File: config.mk
export PLATFORM = sky130hd
export DESIGN_NAME = spi_cmd_engine
export DESIGN_NICKNAME = d
export VERILOG_FILES = /design/src/rtl/spi_cmd_pkg.sv /design/src/rtl/spi_pin_sync.sv /design/src/rtl/spi_wake_ctl.sv /design/src/rtl/spi_cmd_fsm.sv /design/src/rtl/spi_cmd_engine.sv
export SDC_FILE = /design/constraint.sdc
export NUM_CORES = 1
export LEC_CHECK = 0
export BUFFER_PORTS_ARGS = -buffer_cell sky130_fd_sc_hd__buf_2
export CORE_MARGIN = 1
export CORE_UTILIZATION = 55
export DETAILED_ROUTE_END_ITERATION = 10
export PLACE_DENSITY = 0.75
export SLEW_MARGIN = 10
export SYNTH_ARGS = -nofsm -noshare
export SYNTH_HDL_FRONTEND = slang
export SYNTH_SLANG_ARGS = --single-unit
File: constraint.sdc
create_clock -name clk -period 3.5 [get_ports clk]
set_clock_uncertainty 0.05 [all_clocks]
set_input_delay 0.35 -clock clk [delete_from_list [all_inputs] [get_ports clk]]
set_output_delay 0.35 -clock clk [all_outputs]
set_load 0.01 [all_outputs]
File: src/rtl/spi_cmd_pkg.sv
package spi_cmd_pkg;

    localparam int FN_W   = 2;
    localparam int ADDR_W = 17;
    localparam int LEN_W  = 11;
    localparam int DATA_W = 32;
    localparam int CMD_W  = 2 + FN_W + ADDR_W + LEN_W;
    localparam int CNT_W  = LEN_W + 1;
    localparam int BC_W   = $clog2(CMD_W);

    typedef struct packed {
        logic              wr;
        logic              inc;
        logic [FN_W-1:0]   fn;
        logic [ADDR_W-1:0] addr;
        logic [LEN_W-1:0]  len;
    } cmd_t;

    // bit 0 = 32-bit mode, bit 1 = byte order, bit 2 = wake request
    typedef struct packed {
        logic wake;
        logic swap;
        logic w32;
    } cfg_t;

    typedef enum logic [1:0] {ST_CMD, ST_WDATA, ST_RDATA, ST_DONE} st_t;
    typedef enum logic [1:0] {RD_ZERO, RD_CFG, RD_BUS} rd_src_t;

    function automatic logic [CNT_W-1:0] word_count(input logic [LEN_W-1:0] len,
                                                    input logic w32);
        logic [CNT_W-1:0] bytes;
        bytes = (len == '0) ? (CNT_W'(1) << LEN_W) : CNT_W'(len);
        return w32 ? ((bytes + CNT_W'(3)) >> 2) : ((bytes + CNT_W'(1)) >> 1);
    endfunction

    function automatic logic [ADDR_W-1:0] addr_step(input logic w32);
        return w32 ? ADDR_W'(4) : ADDR_W'(2);
    endfunction

    // Byte ordering between the serial word and the bus word (an involution)
    function automatic logic [DATA_W-1:0] fmt_word(input logic [DATA_W-1:0] w,
                                                   input logic w32,
                                                   input logic swap);
        if (w32)
            return swap ? {w[7:0], w[15:8], w[23:16], w[31:24]} : w;
        else
            return swap ? {16'h0, w[7:0], w[15:8]} : {16'h0, w[15:0]};
    endfunction

endpackage

File: src/rtl/spi_pin_sync.sv
module spi_pin_sync #(
    parameter int STAGES = 2
) (
    input  logic clk,
    input  logic rst,
    input  logic sclk,
    input  logic csn,
    input  logic mosi,
    output logic sclk_rise,
    output logic sclk_fall,
    output logic mosi_s,
    output logic cs_act
);
    logic [STAGES-1:0] sck_p, csn_p, mosi_p;
    logic              sck_d;

    always_ff @(posedge clk) begin
        if (rst) begin
            sck_p  <= '0;
            mosi_p <= '0;
            csn_p  <= '1;
            sck_d  <= 1'b0;
        end else begin
            sck_p  <= {sck_p[STAGES-2:0], sclk};
            mosi_p <= {mosi_p[STAGES-2:0], mosi};
            csn_p  <= {csn_p[STAGES-2:0], csn};
            sck_d  <= sck_p[STAGES-1];
        end
    end

    assign cs_act    = ~csn_p[STAGES-1];
    assign mosi_s    = mosi_p[STAGES-1];
    assign sclk_rise = cs_act &  sck_p[STAGES-1] & ~sck_d;
    assign sclk_fall = cs_act & ~sck_p[STAGES-1] &  sck_d;

    AST_RISE_PULSE: assert property (@(posedge clk) disable iff (rst)
        sclk_rise |=> !sclk_rise);

endmodule

File: src/rtl/spi_wake_ctl.sv
module spi_wake_ctl
    import spi_cmd_pkg::*;
(
    input  logic clk,
    input  logic rst,
    input  logic cfg_we,
    input  cfg_t cfg_wdata,
    input  logic wake_ack,
    output cfg_t cfg,
    output logic ready,
    output logic wake_out
);
    always_ff @(posedge clk) begin
        if (rst) begin
            cfg   <= '0;
            ready <= 1'b0;
        end else begin
            if (cfg_we)
                cfg <= cfg_wdata;
            ready <= cfg.wake & wake_ack;
        end
    end

    assign wake_out = cfg.wake;

    AST_READY_NEEDS_ACK: assert property (@(posedge clk) disable iff (rst)
        $rose(ready) |-> $past(wake_ack));

endmodule

File: src/rtl/spi_cmd_fsm.sv
module spi_cmd_fsm
    import spi_cmd_pkg::*;
(
    input  logic              clk,
    input  logic              rst,
    input  logic              sclk_rise,
    input  logic              sclk_fall,
    input  logic              mosi_s,
    input  logic              cs_act,
    input  cfg_t              cfg,
    input  logic              ready,
    output logic              cfg_we,
    output cfg_t              cfg_wdata,
    output logic [FN_W-1:0]   bus_fn,
    output logic [ADDR_W-1:0] bus_addr,
    output logic [DATA_W-1:0] bus_wdata,
    output logic              bus_wr,
    output logic              bus_rd,
    input  logic [DATA_W-1:0] bus_rdata,
    output logic              miso_bit
);
    st_t               st;
    logic [DATA_W-2:0] sh_in;
    logic [DATA_W-1:0] sh_out, hold;
    logic [BC_W-1:0]   bitcnt;
    logic [FN_W-1:0]   fn_q;
    logic              inc_q, m32, swp, load_pend, rd_req_q, rd_cap;
    logic [CNT_W-1:0]  left;
    logic [ADDR_W-1:0] addr_q;
    rd_src_t           src_q;

    logic [DATA_W-1:0] shifted, wr_word, rd_val, rd_word, rd_aligned;
    cmd_t              cmd_new;
    logic              last_bit;

    always_comb begin
        shifted  = {sh_in, mosi_s};
        cmd_new  = cmd_t'(shifted);
        wr_word  = fmt_word(shifted, m32, swp);
        last_bit = (bitcnt == (m32 ? BC_W'(DATA_W-1) : BC_W'(DATA_W/2-1)));
        case (src_q)
            RD_BUS:  rd_val = bus_rdata;
            RD_CFG:  rd_val = DATA_W'({ready, cfg});
            default: rd_val = '0;
        endcase
        rd_word    = fmt_word(rd_val, m32, swp);
        rd_aligned = m32 ? rd_word : {rd_word[15:0], 16'h0};
    end

    always_ff @(posedge clk) begin
        bus_wr   <= 1'b0;
        rd_req_q <= 1'b0;
        cfg_we   <= 1'b0;
        rd_cap   <= rd_req_q;
        if (rst) begin
            st        <= ST_CMD;
            sh_in     <= '0;
            sh_out    <= '0;
            hold      <= '0;
            bitcnt    <= '0;
            fn_q      <= '0;
            inc_q     <= 1'b0;
            m32       <= 1'b0;
            swp       <= 1'b0;
            load_pend <= 1'b0;
            left      <= '0;
            addr_q    <= '0;
            src_q     <= RD_ZERO;
            cfg_wdata <= '0;
            bus_fn    <= '0;
            bus_addr  <= '0;
            bus_wdata <= '0;
            rd_cap    <= 1'b0;
        end else if (!cs_act) begin
            st        <= ST_CMD;
            sh_in     <= '0;
            sh_out    <= '0;
            bitcnt    <= '0;
            load_pend <= 1'b0;
        end else begin
            if (sclk_rise) begin
                case (st)
                    ST_CMD: begin
                        sh_in  <= shifted[DATA_W-2:0];
                        bitcnt <= bitcnt + 1'b1;
                        if (bitcnt == BC_W'(CMD_W-1)) begin
                            bitcnt <= '0;
                            fn_q   <= cmd_new.fn;
                            inc_q  <= cmd_new.inc;
                            m32    <= cfg.w32;
                            swp    <= cfg.swap;
                            left   <= word_count(cmd_new.len, cfg.w32);
                            if (cmd_new.wr) begin
                                st     <= ST_WDATA;
                                addr_q <= cmd_new.addr;
                            end else begin
                                st        <= ST_RDATA;
                                rd_req_q  <= 1'b1;
                                load_pend <= 1'b1;
                                bus_fn    <= cmd_new.fn;
                                bus_addr  <= cmd_new.addr;
                                src_q     <= (cmd_new.fn == '0) ? RD_CFG :
                                             (ready ? RD_BUS : RD_ZERO);
                                addr_q    <= cmd_new.inc ? cmd_new.addr + addr_step(cfg.w32)
                                                         : cmd_new.addr;
                            end
                        end
                    end
                    ST_WDATA: begin
                        sh_in  <= shifted[DATA_W-2:0];
                        bitcnt <= bitcnt + 1'b1;
                        if (last_bit) begin
                            bitcnt <= '0;
                            if (fn_q == '0) begin
                                cfg_we    <= 1'b1;
                                cfg_wdata <= cfg_t'(wr_word[2:0]);
                            end else if (ready) begin
                                bus_wr    <= 1'b1;
                                bus_fn    <= fn_q;
                                bus_addr  <= addr_q;
                                bus_wdata <= wr_word;
                            end
                            if (inc_q)
                                addr_q <= addr_q + addr_step(m32);
                            left <= left - 1'b1;
                            if (left == CNT_W'(1))
                                st <= ST_DONE;
                        end
                    end
                    ST_RDATA: begin
                        bitcnt <= bitcnt + 1'b1;
                        if (last_bit) begin
                            bitcnt <= '0;
                            left   <= left - 1'b1;
                            if (left == CNT_W'(1)) begin
                                st <= ST_DONE;
                            end else begin
                                rd_req_q  <= 1'b1;
                                load_pend <= 1'b1;
                                bus_fn    <= fn_q;
                                bus_addr  <= addr_q;
                                src_q     <= (fn_q == '0) ? RD_CFG :
                                             (ready ? RD_BUS : RD_ZERO);
                                if (inc_q)
                                    addr_q <= addr_q + addr_step(m32);
                            end
                        end
                    end
                    default: ;
                endcase
            end
            if (sclk_fall) begin
                if (load_pend) begin
                    sh_out    <= hold;
                    load_pend <= 1'b0;
                end else begin
                    sh_out <= {sh_out[DATA_W-2:0], 1'b0};
                end
            end
            if (rd_cap)
                hold <= rd_aligned;
        end
    end

    assign bus_rd   = rd_req_q && (src_q == RD_BUS);
    assign miso_bit = sh_out[DATA_W-1];

    AST_WR_GATED: assert property (@(posedge clk) disable iff (rst)
        bus_wr |-> $past(ready));
    AST_RD_GATED: assert property (@(posedge clk) disable iff (rst)
        bus_rd |-> $past(ready));
    AST_ONE_STROBE: assert property (@(posedge clk) disable iff (rst)
        !(bus_wr && bus_rd));
    AST_FN0_LOCAL: assert property (@(posedge clk) disable iff (rst)
        (bus_wr || bus_rd) |-> (bus_fn != '0));
    AST_ABORT_QUIET: assert property (@(posedge clk) disable iff (rst)
        !cs_act |=> (!bus_wr && !rd_req_q));

endmodule

File: src/rtl/spi_cmd_engine.sv
module spi_cmd_engine
    import spi_cmd_pkg::*;
#(
    parameter int SYNC_STAGES = 2
) (
    input  logic              clk,
    input  logic              rst,
    input  logic              spi_sclk,
    input  logic              spi_csn,
    input  logic              spi_mosi,
    output logic              spi_miso,
    output logic              spi_miso_oe,
    output logic              wake_out,
    input  logic              wake_ack,
    output logic              ready,
    output logic [FN_W-1:0]   bus_fn,
    output logic [ADDR_W-1:0] bus_addr,
    output logic [DATA_W-1:0] bus_wdata,
    output logic              bus_wr,
    output logic              bus_rd,
    input  logic [DATA_W-1:0] bus_rdata
);
    logic sclk_rise, sclk_fall, mosi_s, cs_act, cfg_we, miso_bit;
    cfg_t cfg, cfg_wdata;

    spi_pin_sync #(.STAGES(SYNC_STAGES)) u_sync (
        .clk(clk), .rst(rst), .sclk(spi_sclk), .csn(spi_csn), .mosi(spi_mosi),
        .sclk_rise(sclk_rise), .sclk_fall(sclk_fall), .mosi_s(mosi_s), .cs_act(cs_act)
    );

    spi_wake_ctl u_wake (
        .clk(clk), .rst(rst), .cfg_we(cfg_we), .cfg_wdata(cfg_wdata),
        .wake_ack(wake_ack), .cfg(cfg), .ready(ready), .wake_out(wake_out)
    );

    spi_cmd_fsm u_fsm (
        .clk(clk), .rst(rst), .sclk_rise(sclk_rise), .sclk_fall(sclk_fall),
        .mosi_s(mosi_s), .cs_act(cs_act), .cfg(cfg), .ready(ready),
        .cfg_we(cfg_we), .cfg_wdata(cfg_wdata), .bus_fn(bus_fn), .bus_addr(bus_addr),
        .bus_wdata(bus_wdata), .bus_wr(bus_wr), .bus_rd(bus_rd), .bus_rdata(bus_rdata),
        .miso_bit(miso_bit)
    );

    assign spi_miso_oe = cs_act;
    assign spi_miso    = cs_act & miso_bit;

endmodule

==> Word level (Yosys, flattened, before mapping) <==
Index checks and enable logic that the tools add are counted.
{ "word_totals": {"ff_bits": 208, "elab_cells": 163} }
{ "classes": {"addsub": 6, "n_eq_ne": 16, "muxes": 72, "n_bitwise": 13, "reduce_logical": 25} }
{ "op_table": {"columns": ["cell", "n"], "rows": [
  ["17-bit two-way mux", 14],
  ["32-bit two-way mux", 6],
  ["17-bit one-hot mux with 3 select lines", 2],
  ["32-bit one-hot mux with 2 select lines", 1],
  ["12-bit two-way mux", 3],
  ["2-bit two-way mux", 18],
  ["17-bit adder", 2],
  ["16-bit two-way mux", 2],
  ["12-bit one-hot mux with 2 select lines", 1],
  ["5-bit two-way mux", 3],
  ["5-bit AND reduction", 3],
  ["7-bit AND reduction", 2],
  ["1-bit two-way mux", 13],
  ["12-bit by 1-bit adder with 12-bit output (second input constant)", 1],
  ["12-bit by 2-bit adder with 12-bit output (second input constant)", 1],
  ["12-bit by 1-bit equality test with 1-bit output (second input constant)", 1],
  ["12-bit by 1-bit subtractor with 12-bit output (second input constant)", 1],
  ["11-bit logical NOT", 1],
  ["11-bit two-way mux", 1],
  ["2-bit by 1-bit inequality test with 1-bit output (second input constant)", 5],
  ["5-bit one-hot mux with 2 select lines", 1],
  ["10-bit AND reduction", 1],
  ["2-bit inequality test (second input constant)", 4],
  ["2-bit one-hot mux with 2 select lines", 2],
  ["21 further kinds", 43]
]} }

==> Logic depth before layout (Yosys ltp) <==
Gate-level depths: netlist (run 1).
{ "logic_depth": {"word_depth": 7, "mapped_depth": 12, "mapped_depth_nobuf": 10} }

==> Hierarchy <==
A second synthesis (run 1) with hierarchy kept.
{ "hier_totals": {"hier_cells": 1353, "hier_area_um2": 10792.9} }
{ "modules_own_cells": {"columns": ["mod", "instances", "cells_per_inst", "area_each_um2", "seq_area_each_um2"], "rows": [
  ["spi_cmd_fsm", 1, 1322, 10447.5, 3943.8],
  ["spi_pin_sync", 1, 17, 202.7, 140.1],
  ["spi_wake_ctl", 1, 13, 136.4, 80.1],
  ["spi_cmd_engine", 1, 1, 6.3, 0.0]
]} }

==> Least setup slack after synthesis (run 1) <==
Ideal clock, no wire load.
{ "synth_path": {"path_type": "reg2reg", "from": "register u_fsm.m32", "to": "register u_fsm.addr_q[15]", "setup_time_ps": 130, "arrival_time_ps": 2659, "slack_ps": 661, "path_stages_with_launch": 12, "path_buffers": 2, "synth_period_minus_slack_ps": 2839, "cell_sequence": "dfxtp_1 -> buf_2 -> buf_1 -> inv_1 -> ha_1 -> inv_1 -> fa_1 -> nor3_1 -> nand3_1 -> a211o_1 -> a32oi_1 -> o31ai_1"} }
{ "synth_via": {"elab_chain_len": 6} }
{ "synth_lines": {"columns": ["item", "line", "source"], "rows": [
  ["from (decl)", "spi_cmd_fsm.sv:27", "logic inc_q, m32, swp, load_pend, rd_req_q, rd_cap;"],
  ["from (signal assigned)", "spi_cmd_fsm.sv:90", "m32 <= cfg.w32;"],
  ["3-bit two-way mux", "spi_cmd_pkg.sv:37", "return w32 ? ADDR_W'(4) : ADDR_W'(2);"],
  ["17-bit adder", "spi_cmd_fsm.sv:124, spi_cmd_fsm.sv:145", null],
  ["17-bit two-way mux", "spi_cmd_fsm.sv:123, spi_cmd_fsm.sv:144", null],
  ["17-bit two-way mux", "spi_cmd_fsm.sv:135", "if (left == CNT_W'(1)) begin"],
  ["17-bit two-way mux", "spi_cmd_fsm.sv:132", "if (last_bit) begin"],
  ["17-bit one-hot mux with 3 select lines", "spi_cmd_fsm.sv:82", "case (st)"],
  ["to (signal assigned)", "spi_cmd_fsm.sv:95", "addr_q <= cmd_new.addr;"],
  ["to (signal assigned)", "spi_cmd_fsm.sv:124", "addr_q <= addr_q + addr_step(m32);"],
  ["to (signal assigned)", "spi_cmd_fsm.sv:145", "addr_q <= addr_q + addr_step(m32);"],
  ["to (decl)", "spi_cmd_fsm.sv:29", "logic [ADDR_W-1:0] addr_q;"]
]} }
Several ways; a longest one is shown, not always the timed one. The select of a mux whose other input is x is not followed.
A chain may end at the register's enable or synchronous reset.

==> Worst setup path after layout (run 1) <==
{ "layout_path": {"from": "register u_fsm.bitcnt[0]", "to": "register u_fsm.addr_q[9]"} }
{ "layout_via": {"elab_chain_len": 3} }
{ "layout_lines": {"columns": ["item", "line", "source"], "rows": [
  ["from (decl)", "spi_cmd_fsm.sv:25", "logic [BC_W-1:0] bitcnt;"],
  ["from (signal assigned)", "spi_cmd_fsm.sv:85", "bitcnt <= bitcnt + 1'b1;"],
  ["from (signal assigned)", "spi_cmd_fsm.sv:111", "bitcnt <= bitcnt + 1'b1;"],
  ["from (signal assigned)", "spi_cmd_fsm.sv:131", "bitcnt <= bitcnt + 1'b1;"],
  ["5-bit equality test (on tied branches)", "spi_cmd_fsm.sv:40, spi_cmd_fsm.sv:86", null],
  ["2-bit by 1-bit inequality test with 1-bit output (no source line)", null, null],
  ["7-bit AND reduction (no source line) *", null, null],
  ["to (signal assigned)", "spi_cmd_fsm.sv:95", null],
  ["to (signal assigned)", "spi_cmd_fsm.sv:104", "addr_q <= cmd_new.inc ? cmd_new.addr + addr_step(cfg.w32)"],
  ["to (signal assigned)", "spi_cmd_fsm.sv:124", null]
]} }
Every way passes the cells marked *; elsewhere a longest branch is shown, timed or not.

==> metrics.csv, run 1 <==
stage;metric;value;unit
critical_path;crit_type;reg2reg;
sta;worst_slew_pin_slew;1.051;ns
clock_network;clk_path_buf_depth;3;
critical_path;cp_num_buf_inv;0;
synth;synth_edf_count;0;
global_route;grt_max_degree;96;
global_route;grtUsageTotal;29.19;%
floorplanning;dieHeight;141.7;um
clock_network;insertion_delay;0.51;ns
floorplanning;die_w;141.7;um
placement;dpl.hpwl;19850;um
floorplanning;initial_utilization;56.84;%
placement;pre_cts_ws;0.3759;ns
floorplanning;core-area;18890;sq um
floorplanning;design.die.area;20090;sq um
clock_network;clk_pin_slew;0.06;ns
clock_network;htreeDepth;1;
synth;yosysTopAreaCell;dfxtp_1;
power_and_ir_drop;ir_drop;400.7;uV
run_status;status;complete, no violations;
synth;synth_nets;1399;
critical_path;start_kind;register;
global_route;antenna_found_initial;0;
worst_hold_path;hold_class;in2reg;
detailed_routing;ant_nets;0;
floorplanning;io_pins;95;
sta;timing.slew.headroom;29.97;%
worst_hold_path;hold_start;spi_sclk;
sta;setup_violations;0;
layout;drive_above_1_share;14.51;%
synth;syn_area;10740;sq um
power_and_ir_drop;p_leak;4.020;nW
sta;fin_crit;3.183;ns
layout;fin_nets;1425;
sta;slew_violations;0;
layout;n_antenna_cell;0;
sta;period_share;90.95;%
sta;hold_viol_final;0;
synth;async_flop_share;0;%
critical_path;crit_path_max_fanout;15;
critical_path;r2r-start;u_fsm.bitcnt[0];
synth;yosysSeqAreaShare;38.77;%
placement;port-buffer-count;94;
synth;synth_top_cell_area_share;38.77;%
global_route;grt_pass1_wl;47370;um
sta;grt_setup_unrepaired;false;
detailed_routing;wl_per_cell;17.94;um
detailed_routing;first_pass_iters;6;
critical_path;crit_chain;ha_1, and3_1, ha_1, nor2b_1, or3_1, a221o_1, or2_0, o21ai_0, o22ai_1;
clock_network;root_buffer;clkbuf_16;
layout;nFillCells;1681;
global_route;overflow;0;
detailed_routing;drt_iter0_drc;857;
layout;area_growth;12.12;%
sta;tns;0;ns
clock_network;ctsHoldBuffers;1;
synth;netlist_instances;1343;
clock_network;postCtsSetupRepairBufs;0;
critical_path;cp-startpoint;u_fsm.bitcnt[0];
detailed_routing;vias;9870;
clock_network;cts_tree;done;
clock_network;post_cts_resized;0;
critical_path;cpMaxStageDelayCell;or2_0;
synth;postSynthAreaPerCell;7.996;sq um
sta;setup_slack;0.3168;ns
critical_path;critPathMostFrequentCell;ha_1;
critical_path;worstSetupEndpointType;register;
critical_path;cp_top_family;simple AND/OR/NAND/NOR gates;
synth;synth.area.top_cells;dfxtp_1, mux2i_1, nor2_1, a21oi_1, nand2_1;
synth;synth_flop_cell;dfxtp_1;
synth;synth-seq-cells;208;
placement;place.gp.congestion;0.9180;
synth;yosysWarningCount;0;
power_and_ir_drop;power_density;402.0;nW/um^2
sta;max_freq;0.3142;GHz
run;drv_cap;0;
critical_path;arrival;3.49;ns
detailed_routing;vias_per_cell;6.000;
critical_path;critPathMaxStageDelay;0.56;ns
floorplanning;num_rows;50;
global_route;grt_pass1_vias;9014;
critical_path;crit_required;3.81;ns
clock_network;clock-sinks;208;
clock_network;cts_buffers;23;
detailed_routing;wl;29520;um
synth;synth.distinct_cells;69;
detailed_routing;drc;0;
-- cell families after synthesis --
| group | count (synthesis) | synth area share (%) |
|---|---|---|
| adders and majority gates | 18 | 2.237 |
| buffers and inverters | 147 | 5.406 |
| and+or+nand+nor | 497 | 20.65 |
| AOI/OAI and AO/OA | 335 | 20.12 |
| DFF | 208 | 38.77 |
| muxes | 116 | 11.02 |
| xor gates and xnor gates | 22 | 1.794 |
-- state kept, by name, indices dropped and copies added (netlist names), 2 cells and up --
signal / flops
u_fsm.src_q: 2
u_fsm.bus_addr: 17
u_fsm.left: 12
u_fsm.hold: 32
u_fsm.fn_q: 2
u_fsm.st: 2
u_fsm.bus_fn: 2
u_fsm.sh_out: 32
u_fsm.sh_in: 31
u_sync.csn_p: 2
u_fsm.addr_q: 17
u_wake.cfg: 2
u_fsm.cfg_wdata: 3
u_sync.mosi_p: 2
u_sync.sck_p: 2
u_fsm.bus_wdata: 32
u_fsm.bitcnt: 5
-- worst register-to-register path: stages (launching register included) --
cell and delay [ns]:
dfxtp_1 0.37, ha_1 0.20, and3_1 0.21, ha_1 0.26
nor2b_1 0.08, or3_1 0.52, a221o_1 0.38, or2_0 0.56
o21ai_0 0.32, o22ai_1 0.10
-- layout by cell type (no fill, tap or decap), drive strengths merged, types with 5 or more instances in the layout --
master	instances
a211oi	73
a21oi	124
a221oi	5
a22oi	19
a31oi	9
and2	10
and3	11
buf	121
clkbuf	33
clkinv	8
dfxtp	208
ha	16
inv	24
mux2	18
mux2i	98
nand2	150
nand2b	8
nand3	40
nand4	14
nor2	192
nor2b	14
nor3	23
nor4	5
o21ai	54
o22ai	5
o31ai	6
or2	6
or3	6
xnor2	12
xor2	10
-- through the flow --
step | power, mW | std cells | instance area [sq um] | utilization, % | hold WS [ns]
after detailed placement | 2.532 | 1603 | 11300 | 59.81 | 0.3467
final | 4.840 | 1645 | 12040 | 63.73 | 0.01292
after floorplan | 2.481 | 1343 | 10740 | - | 0.3395
after CTS | 4.874 | 1645 | 12040 | 63.73 | 0.007839
after global placement | 2.531 | 1603 | 11300 | 59.81 | 0.3477
after global routing | 4.981 | 1645 | 12040 | 63.73 | 0.01014
-- path summary, 6_finish.rpt --
check / to / slack (ns) / cells past startpoint
worst max-delay path: u_fsm.addr_q[9] / 0.32 / 9
worst max register to register: u_fsm.addr_q[9] / 0.32 / 9
worst min register to register: u_sync.csn_p[1] / 0.36 / 1
worst min-delay path: u_sync.sck_p[0] / 0.01 / 2
-- report_power, final --
| group | switching, mW | internal [mW] | leakage, nW |
|---|---|---|---|
| combinational | 0.0737 | 0.0351 | 1.98 |
| clock | 0.972 | 1.39 | 0.363 |
| sequential | 0.00338 | 2.37 | 1.68 |
| total | 1.05 | 3.79 | 4.02 |
-- final cells by class --
class | instances | area, sq um | share of cell area [%]
multi-input cells | 988 | 6018 | 49.98
flip-flops and latches | 208 | 4170 | 34.64
repair buffers | 122 | 698.2 | 5.799
clock buffers | 33 | 663.1 | 5.508
well taps | 260 | 325.3 | 2.702
inverters | 26 | 97.59 | 0.8106
clock inverters | 8 | 67.56 | 0.5612
-- cells in the mapped netlist (all sizes together), types with 5 or more instances --
| master | instances |
|---|---|
| a31oi | 9 |
| and2 | 10 |
| and3 | 11 |
| a211oi | 73 |
| mux2 | 18 |
| nor2b | 14 |
| nor4 | 5 |
| mux2i | 98 |
| o31ai | 6 |
| buf | 19 |
| o21ai | 54 |
| dfxtp | 208 |
| nor2 | 192 |
| ha | 16 |
| or2 | 6 |
| a22oi | 19 |
| a21oi | 124 |
| o22ai | 5 |
| nand4 | 14 |
| nor3 | 23 |
| nand2 | 150 |
| or3 | 6 |
| xnor2 | 12 |
| xor2 | 10 |
| clkbuf | 102 |
| inv | 24 |
| a221oi | 5 |
| nand3 | 40 |
| nand2b | 8 |
-- per-layer routing --
metal / track usage (%) / vias up / part of all wire [%]
met4: 9.111 / 0 / 2.4
met3: 3.847 / 63 / 7.4
met2: 47.84 / 406 / 47
li1: - / 4785 / -
met5: 0 / - / 0
met1: 39.86 / 4616 / 43
No activity file was read; power rests on OpenSTA's default activity.
==> run 2, diff against run 1 <==
--- a/config.mk
+++ b/config.mk
@@ -9,8 +9,9 @@
 export CORE_MARGIN = 1
 export CORE_UTILIZATION = 55
 export DETAILED_ROUTE_END_ITERATION = 10
-export PLACE_DENSITY = 0.75
+export PLACE_DENSITY = 0.74
 export SLEW_MARGIN = 10
 export SYNTH_ARGS = -nofsm -noshare
 export SYNTH_HDL_FRONTEND = slang
+export SYNTH_HIERARCHICAL = 1
 export SYNTH_SLANG_ARGS = --single-unit
==> run 2 against run 1 <==
Hold slack gained 0.0019 ns. Die area grew 0.49%. Synthesized area grew 0.50%. First-iteration DRC count grew 14%. Sequential cell count is the same. Sequential share of layout area is essentially flat. Wire length shrank 1.4%.
==> metrics.csv, run 2 <==
stage;metric;value;unit;change
run_status;status;complete, no violations;;
clock_network;clk_pin_slew;0.06;ns;about the same
synth;postSynthAreaPerCell;7.977;sq um;-0.24%
layout;n_antenna_cell;0;;unchanged
detailed_routing;wl;29110;um;-1.4%
sta;slew_violations;0;;unchanged
synth;synth_commonest_cells;dfxtp_1, nor2_1, nand2_1;;
synth;syn_area;10790;sq um;+0.50%
floorplanning;design.die.area;20190;sq um;+0.49%
clock_network;cts_buffers;23;;unchanged
critical_path;start_kind;register;;
critical_path;crit_type;reg2reg;;
power_and_ir_drop;power;4.957;mW;+2.4%
power_and_ir_drop;p_leak;4.024;nW;about the same
power_and_ir_drop;ir_drop;325.6;uV;-19%
global_route;overflow;0;;unchanged
detailed_routing;wl_per_cell;17.67;um;-1.6%
layout;nFillCells;1643;;-2.3%
sta;tns;0;ns;unchanged
sta;setup_violations;0;;unchanged
synth;synth-seq-cells;208;;unchanged
synth;synth_nets;1410;;+0.79%
placement;placement.cell_area;11250;sq um;-0.41%
critical_path;worstSetupEndpointType;register;;
sta;max_freq;0.3608;GHz;+15%
detailed_routing;drt_iter0_drc;976;;+14%
synth;synth_edf_count;0;;unchanged
layout;final_core_util;63.52;%;-0.20 points
sta;period_share;79.20;%;-12 points
clock_network;cts_tree;done;;
sta;timing.slew.headroom;30.45;%;+0.49 points
placement;place.gp.congestion;0.9280;;+1.1%
sta;hold_viol_final;0;;unchanged
power_and_ir_drop;power_density;411.7;nW/um^2;+2.4%
synth;yosysWarningCount;6;;+6
layout;stdcell_area;12040;sq um;about the same
worst_hold_path;hold_class;in2reg;;
critical_path;cp-startpoint;u_fsm/bitcnt[0];;
clock_network;insertion_delay;0.52;ns;about the same
floorplanning;core-area;18960;sq um;+0.33%
synth;synth.distinct_cells;69;;unchanged
placement;port-buffer-count;94;;unchanged
critical_path;arrival;3.14;ns;-0.35 ns
floorplanning;num_rows;50;;unchanged
layout;area_growth;11.57;%;
worst_hold_path;hold_start;wake_ack;;
synth;synth_top_cell_area_share;38.58;%;-0.19 points
global_route;antenna_found_initial;0;;unchanged
layout;final_common_cell;dfxtp_1;;
layout;multiInputGateArea;6050;sq um;+0.52%
clock_network;root_buffer;clkbuf_16;;
floorplanning;die_w;142.1;um;+0.25%
synth;netlist_instances;1353;;+0.74%
detailed_routing;ant_nets;0;;unchanged
layout;seq_area;4168;sq um;about the same
sta;grt_setup_unrepaired;false;;
layout;fin_nets;1428;;+0.21%
clock_network;clock-sinks;208;;unchanged
sta;worst_slew_pin_slew;1.043;ns;-0.007334 ns
sta;whs;0.01487;ns;+0.001949 ns
detailed_routing;first_pass_iters;5;;-1
layout;reg_top3;u_fsm/bus_wdata: 32 flops, u_fsm/hold: 32 flops, u_fsm/sh_out: 32 flops;;
run;drv_cap;0;;unchanged
layout;final_cell_mix;dfxtp_1, nor2_1, nand2_1, a21oi_1, buf_2;;
floorplanning;dieHeight;142.1;um;+0.25%
synth;synth_flop_cell;dfxtp_1;;
synth;yosysTopAreaCell;dfxtp_1;;
critical_path;r2r_cells;10;;+1
synth;async_flop_share;0;%;unchanged
placement;dpl.hpwl;19090;um;-3.9%
global_route;grt_max_degree;93;;-3.1%
floorplanning;io_pins;95;;unchanged
detailed_routing;vias_per_cell;5.942;;-0.97%
detailed_routing;vias;9792;;-0.79%
worst_hold_path;holdPathStages;3;;+1
critical_path;r2r-start;u_fsm/bitcnt[0];;
synth;synth.area.top_cells;dfxtp_1, mux2i_1, a21oi_1, nor2_1, nand2_1;;
global_route;grt_pass1_vias;8752;;-2.9%
clock_network;clk_path_buf_depth;3;;unchanged
synth;yosysSeqAreaShare;38.58;%;-0.19 points
critical_path;crit_required;3.87;ns;+0.06 ns
clock_network;htreeDepth;1;;unchanged
sta;fin_crit;2.772;ns;-0.4112 ns
global_route;grt_pass1_wl;46390;um;-2.1%
synth;synth_most_common_cell;dfxtp_1;;
critical_path;crit_path_max_fanout;38;;+23
layout;drive_above_1_share;13.54;%;-0.97 points
floorplanning;initial_utilization;56.94;%;+0.096 points
global_route;grtUsageTotal;28.57;%;-0.63 points
detailed_routing;drc;0;;unchanged
## run 2: cell count changes in the layout (fill, tap and decap cells not counted), sizes merged, moves of 8 or more
cell | previous run | this run
nand2 | 150 | 165
nor2 | 192 | 174
buf | 121 | 113
o21ai | 54 | 46
nand3 | 40 | 53
nand2b | 8 | 20
a22oi | 19 | 8
a21oi | 124 | 143
## run 2: what timing repair did
item	CTS	global route
endpoints found under the setup margin	0	0
hold endpoints to repair	1	0
resized for setup	0	0
hold buffers	1	0
setup buffers	0	0
## run 2: cell families (layout without fill, tap and decap cells)
family	count (synthesis)	after routing	share of synthesized area, %
buffers and inverters	143	178	5.599
and+or+nand+nor	514	514	21.60
adders and majority gates	19	19	2.342
xor gates and xnor gates	24	24	1.948
AOI/OAI and AO/OA	332	332	19.21
muxes	113	113	10.72
DFF	208	208	38.58
## run 2: power breakdown
| part | switching [mW] | total, mW | internal (mW) |
|---|---|---|---|
| Sequential | 0.00313 | 2.37 | 2.37 |
| Combinational | 0.0664 | 0.0967 | 0.0303 |
| Clock | 0.989 | 2.49 | 1.50 |
## run 2: final cells by class
cell class / instances / area share, %
multi-input cells: 1002 / 50.24
flip-flops and latches: 208 / 34.61
repair buffers: 114 / 5.299
clock buffers: 30 / 5.247
well taps: 260 / 2.702
clock inverters: 12 / 1.216
inverters: 22 / 0.6858
## run 2: final timing paths
check	slack (ns)	endpoint
hold / removal	0.01	u_wake/ready
setup reg to reg	0.73	u_fsm/bus_fn[1]
hold reg to reg	0.36	u_sync/csn_p[1]
setup / recovery	0.73	u_fsm/bus_fn[1]
## run 2: stage by stage
step	std cells	setup slack, ns
after floorplan	1353	0.5960
after global placement	1605	0.8338
after detailed placement	1605	0.7799
after CTS	1648	0.7514
after global routing	1648	0.3824
final	1648	0.7281
## run 2: routing by layer
layer  track usage, %  vias up  part of all wire [%]
met5                0        -                     0
met4            9.168        0                   2.7
met3            3.432       62                   7.4
met2            42.16      376                    43
met1            42.91     4543                    47
li1                 -     4811                     -
## run 2: critical path, stage by stage, from the launching register on
cell and delay, ns:
dfxtp_1 0.37, ha_1 0.20, and3_2 0.23, ha_1 0.21, and2b_2 0.25, nor2_1 0.23
o211ai_2 0.25, a221oi_4 0.23, buf_4 0.37, nor2_1 0.08, a211oi_1 0.21
